### src/rtl/bt_pkg.sv
package bt_pkg;
  typedef enum logic [1:0] {
    FS_IDLE = 2'd0,
    FS_HI   = 2'd1,
    FS_LO   = 2'd2
  } fetch_state_t;

  function automatic logic mode_is_indirect(input logic [1:0] m);
    return m[1];
  endfunction

  function automatic logic mode_is_long(input logic [1:0] m);
    return m[0];
  endfunction
endpackage

### src/rtl/bt_rel_adder.sv
module bt_rel_adder #(
  parameter int PC_W   = 24,
  parameter int DISP_W = 16,
  parameter int SHORT_W = 8
) (
  input  logic [PC_W-1:0]   next_pc,
  input  logic [DISP_W-1:0] disp,
  input  logic              long_sel,
  output logic [PC_W-1:0]   sum
);
  localparam int SHORT_PAD = PC_W - SHORT_W;
  localparam int LONG_PAD  = PC_W - DISP_W;

  logic [PC_W-1:0] ext_short;
  logic [PC_W-1:0] ext_long;

  generate
    if (LONG_PAD > 0) begin : g_pad_long
      assign ext_long = {{LONG_PAD{disp[DISP_W-1]}}, disp};
    end else begin : g_trim_long
      assign ext_long = disp[PC_W-1:0];
    end
  endgenerate

  assign ext_short = {{SHORT_PAD{disp[SHORT_W-1]}}, disp[SHORT_W-1:0]};

  always_comb begin
    sum = next_pc + (long_sel ? ext_long : ext_short);
  end
endmodule

### src/rtl/bt_ind_fetch.sv
module bt_ind_fetch
  import bt_pkg::*;
#(
  parameter int ADDR_W = 16,
  parameter int DATA_W = 16,
  parameter int PTR_W  = 8
) (
  input  logic              clk,
  input  logic              rst,
  input  logic              launch,
  input  logic [PTR_W-1:0]  ptr,
  output logic              rd_req,
  output logic [ADDR_W-1:0] rd_addr,
  input  logic              rd_valid,
  input  logic [DATA_W-1:0] rd_data,
  output logic              busy,
  output logic              finish,
  output logic [DATA_W-1:0] low_word
);
  localparam int STEP = DATA_W / 8;

  fetch_state_t st_q;
  logic [ADDR_W-1:0] addr_q;

  always_ff @(posedge clk) begin
    if (rst) begin
      st_q   <= FS_IDLE;
      addr_q <= '0;
    end else begin
      unique case (st_q)
        FS_IDLE: begin
          if (launch) begin
            st_q   <= FS_HI;
            addr_q <= {{(ADDR_W-PTR_W){1'b0}}, ptr};
          end
        end
        FS_HI: begin
          // Upper word carries only the dummy byte and bits that the
          // 16-bit truncation removes, so it is not stored.
          if (rd_valid) begin
            st_q   <= FS_LO;
            addr_q <= addr_q + ADDR_W'(STEP);
          end
        end
        FS_LO: begin
          if (rd_valid) st_q <= FS_IDLE;
        end
        default: st_q <= FS_IDLE;
      endcase
    end
  end

  assign rd_req   = (st_q != FS_IDLE);
  assign busy     = rd_req;
  assign rd_addr  = addr_q;
  assign finish   = (st_q == FS_LO) && rd_valid;
  assign low_word = rd_data;
endmodule

### src/rtl/bt_out_stage.sv
module bt_out_stage #(
  parameter int ADDR_W = 16
) (
  input  logic              clk,
  input  logic              rst,
  input  logic              clear,
  input  logic              load,
  input  logic [ADDR_W-1:0] value,
  output logic              done,
  output logic [ADDR_W-1:0] target,
  output logic              odd_err
);
  always_ff @(posedge clk) begin
    if (rst) begin
      done    <= 1'b0;
      target  <= '0;
      odd_err <= 1'b0;
    end else if (load) begin
      done    <= 1'b1;
      target  <= value;
      odd_err <= value[0];
    end else begin
      done <= 1'b0;
      if (clear) odd_err <= 1'b0;
    end
  end
endmodule

### src/rtl/branch_target_gen.sv
module branch_target_gen
  import bt_pkg::*;
#(
  parameter int PC_W   = 24,
  parameter int ADDR_W = 16,
  parameter int DATA_W = 16,
  parameter int DISP_W = 16,
  parameter int PTR_W  = 8
) (
  input  logic              clk,
  input  logic              rst,
  input  logic              start,
  input  logic [1:0]        mode,
  input  logic [PC_W-1:0]   next_pc,
  input  logic [DISP_W-1:0] disp,
  output logic              rd_req,
  output logic [ADDR_W-1:0] rd_addr,
  input  logic              rd_valid,
  input  logic [DATA_W-1:0] rd_data,
  output logic              done,
  output logic [ADDR_W-1:0] target,
  output logic              odd_err
);
  logic              busy;
  logic              accept;
  logic              rel_load;
  logic              ind_launch;
  logic              ind_finish;
  logic [PC_W-1:0]   rel_sum;
  logic [DATA_W-1:0] ind_word;
  logic              load;
  logic [ADDR_W-1:0] load_val;

  assign accept     = start && !busy;
  assign ind_launch = accept && mode_is_indirect(mode);
  assign rel_load   = accept && !mode_is_indirect(mode);

  bt_rel_adder #(.PC_W(PC_W), .DISP_W(DISP_W), .SHORT_W(8)) u_rel (
    .next_pc (next_pc),
    .disp    (disp),
    .long_sel(mode_is_long(mode)),
    .sum     (rel_sum)
  );

  bt_ind_fetch #(.ADDR_W(ADDR_W), .DATA_W(DATA_W), .PTR_W(PTR_W)) u_fetch (
    .clk     (clk),
    .rst     (rst),
    .launch  (ind_launch),
    .ptr     (disp[PTR_W-1:0]),
    .rd_req  (rd_req),
    .rd_addr (rd_addr),
    .rd_valid(rd_valid),
    .rd_data (rd_data),
    .busy    (busy),
    .finish  (ind_finish),
    .low_word(ind_word)
  );

  assign load     = rel_load || ind_finish;
  assign load_val = ind_finish ? ind_word[ADDR_W-1:0] : rel_sum[ADDR_W-1:0];

  bt_out_stage #(.ADDR_W(ADDR_W)) u_out (
    .clk    (clk),
    .rst    (rst),
    .clear  (accept),
    .load   (load),
    .value  (load_val),
    .done   (done),
    .target (target),
    .odd_err(odd_err)
  );
endmodule

### config.mk
export PLATFORM = sky130hd
export DESIGN_NAME = branch_target_gen
export DESIGN_NICKNAME = d
export VERILOG_FILES = /design/src/rtl/bt_pkg.sv /design/src/rtl/bt_rel_adder.sv /design/src/rtl/bt_ind_fetch.sv /design/src/rtl/bt_out_stage.sv /design/src/rtl/branch_target_gen.sv
export SDC_FILE = /design/constraint.sdc
export NUM_CORES = 1
export LEC_CHECK = 0
export CAP_MARGIN = 10
export CORE_MARGIN = 3
export CORE_UTILIZATION = 44
export DETAILED_ROUTE_END_ITERATION = 7
export GPL_ROUTABILITY_DRIVEN = 0
export PLACE_DENSITY = 0.92
export REMOVE_ABC_BUFFERS = 1
export SLEW_MARGIN = 20
export SYNTH_ARGS = -nofsm -noshare
export SYNTH_HDL_FRONTEND = slang
export SYNTH_SLANG_ARGS = --single-unit
export TNS_END_PERCENT = 20
### constraint.sdc
create_clock -name clk -period 3.5 [get_ports clk]
set_input_delay 0.7 -clock clk [delete_from_list [all_inputs] [get_ports clk]]
set_output_delay 0.7 -clock clk [all_outputs]
set_load 0.03 [all_outputs]
==> impl_metrics.ini <==
[finish]
syn2layout_area_growth_pct = 43.4
n_antenna_cell = 0
nets = 484
drive_gt1_share_pct = 5.42

[critical_path]
critPathLaunch = disp[7]
start_kind = primary input
cp_data_arrival_time_ns = 3.12
critical_path_class = primary input to flop
r2r-start = u_fetch.st_q[1]
cp-end-kind = flop
cp_data_required_time_ns = 3.68
cp_max_fo = 8

[die]
die_h_um = 80.5
num_io_pins = 97
die_x_um = 80.5
num_rows = 26
die-area_mm2 = 0.00649
core-area_mm2 = 0.00524
initial_core_util_pct = 46.7

[clock_tree]
cts_tree = built
clkTransAtPathRegs_ns = 0.07
root_buffer = clkbuf_8
numCtsBuffers = 5
cts_sinks = 36
clk_latency_ns = 0.29
ctsHoldBuffers = 0
h-tree-depth = 2
cts_resized = 0
postCtsSetupRepairBufs = 0
cts_buffer_depth = 2

[grt]
gr-total-overflow = 0
gr-usage-all-layers_pct = 22.1
antenna_found_initial = 0
grt_pass1_vias = 2495
grt_pass1_wl_um = 11400
grt_max_degree = 20

[timing]
hold_viol = 0
relSlewSlack_pct = 56.0
slew_violations = 0
finalSetupViolCount = 0
fin_crit_sh_pct = 83.9
rsz0062_at_grt = false
tightest_slew_ns = 0.660
fmax_ghz = 0.340
fin_skew_ns = 0.00930
tns_ns = 0
min_period_ns = 2.94

[yosys]
ys.flop_type = dfxtp_1
ys_types = 47
syn_inst = 320
synth-async-reset-ratio_pct = 0
synth_top_cell_by_area = dfxtp_1
ys_seq_elements = 36
syn_avg_cell_area_um2 = 7.64
yosysSeqAreaShare_pct = 29.5
synthTopCellsByArea = dfxtp_1 (29%), ha_1 (8.2%), nand2_1 (7.8%), a21oi_1 (6.3%), nor2_1 (5.5%)
synth_edf_count = 0
netlist_top_cells_count = nand2_1 (51), dfxtp_1 (36), nor2_1 (36)
yosysMostFrequentCell = nand2_1
yosys_warnings = 0
synth_top_area_share_pct = 29.5
syn-cell-area_mm2 = 0.00244

[detailed_routing]
drt-total-wl_um = 6960
viasPerCell = 5.52
wl_per_cell_um = 14.6
num_vias = 2626
drt_iter0_drc = 166
drt-pass1-iter-count = 4
drc = 0
ant_nets = 0

[placement]
dp.final_hpwl_um = 5490
port_buffers = 88

[min_path]
hold_start = u_out.target[0]
hold_class = flop to flop

[power]
p_per_area_mw_per_mm2 = 367
vdd_drop_max_mv = 0.198
power_mw = 1.29
leakage_nw = 1.42

[job]
maxCapViolations = 0

[outcome]
status = finished clean
[metrics by stage]
step                      instances  worst slack (ns)  hold WS [ns]  instance area (um2)  utilization, %
final                           476             0.562         0.466                 3510            66.9
after global routing            476             0.357         0.488                 3510            66.9
after CTS                       476             0.577         0.465                 3510            66.9
after detailed placement        468             0.276         0.455                 3380            64.5
after global placement          468             0.385         0.448                 3380            64.5
after floorplan                 305              1.07         0.487                 2370               -
[sequential cells by signal (all words and copies together) (netlist names)]
register,count
u_out.target,16
u_fetch.st_q,2
u_out.odd_err,1
u_fetch.rd_addr,16
u_out.done,1
[metal layers]
layer / up-vias / track usage, % / wire length [um]
li1: 1320 / - / -
met2: 77 / 36.5 / 3400
met3: 15 / 4.04 / 372
met4: 0 / 8.95 / 152
met1: 1214 / 28.3 / 3040
met5: - / 0 / 0
[power by group]
group / internal (mW) / switching (mW) / leakage, nW
clock: 0.251 / 0.151 / 0.0645
sequential: 0.436 / 0.0195 / 0.294
combinational: 0.205 / 0.225 / 1.06
total: 0.892 / 0.396 / 1.42
[worst max-delay path, stage by stage]
cell and delay, ns:
clkdlybuf4s50_1 0.49, nand2b_1 0.27, nand2_1 0.09, ha_1 0.36, a21oi_1 0.29, o21ai_0 0.17, a31o_2 0.27, nor4b_2 0.21
mux2i_1 0.09, and3_1 0.18
[kinds of logic after synthesis]
| logic type | after synthesis | share of synthesized area (%) |
|---|---|---|
| and+or+nand+nor | 126 | 23.5 |
| DFF | 36 | 29.5 |
| AOI/OAI and AO/OA | 95 | 24.9 |
| buffers and inverters | 22 | 3.99 |
| xor gates and xnor gates | 17 | 6.09 |
| muxes | 7 | 2.97 |
| adders and majority gates | 17 | 9.01 |
[cells in the final DEF, fill, tap and decap left out, drive strengths merged, types with 2 or more instances in the layout]
master and n:
clkbuf 7, mux2i 5, dfxtp 36, o22ai 4
nor3 4, a2bb2oi 2, ha 16, xnor2 10
a31o 2, and3 6, clkdlybuf4s50 88, o21ai 17
xor2 7, a21o 9, a22oi 7, a211oi 6
nand3 9, and2 3, nor2 36, or2 2
nand4 4, inv 7, o211ai 4, nand2 51
a31oi 2, mux2 2, a311oi 4, buf 5
a21oi 31, nand2b 3
[area by class of cell]
cell class | instances | area, um2
Fill cell | 443 | 1730
Multi-Input combinational cell | 262 | 1630
Timing Repair Buffer | 93 | 918
Sequential cell | 36 | 721
Clock buffer | 7 | 96.3
Tap cell | 70 | 87.6
Clock inverter | 1 | 30.0
Inverter | 7 | 26.3
[final timing paths]
check,slack [ns],endpoint,cells after the start
setup / recovery,0.56,u_out.target[14],10
hold / removal,0.47,u_out.target[0],2
setup reg to reg,1.54,u_out.target[14],6
hold reg to reg,0.47,u_out.target[0],2
Power figures use the tool's default switching activity.
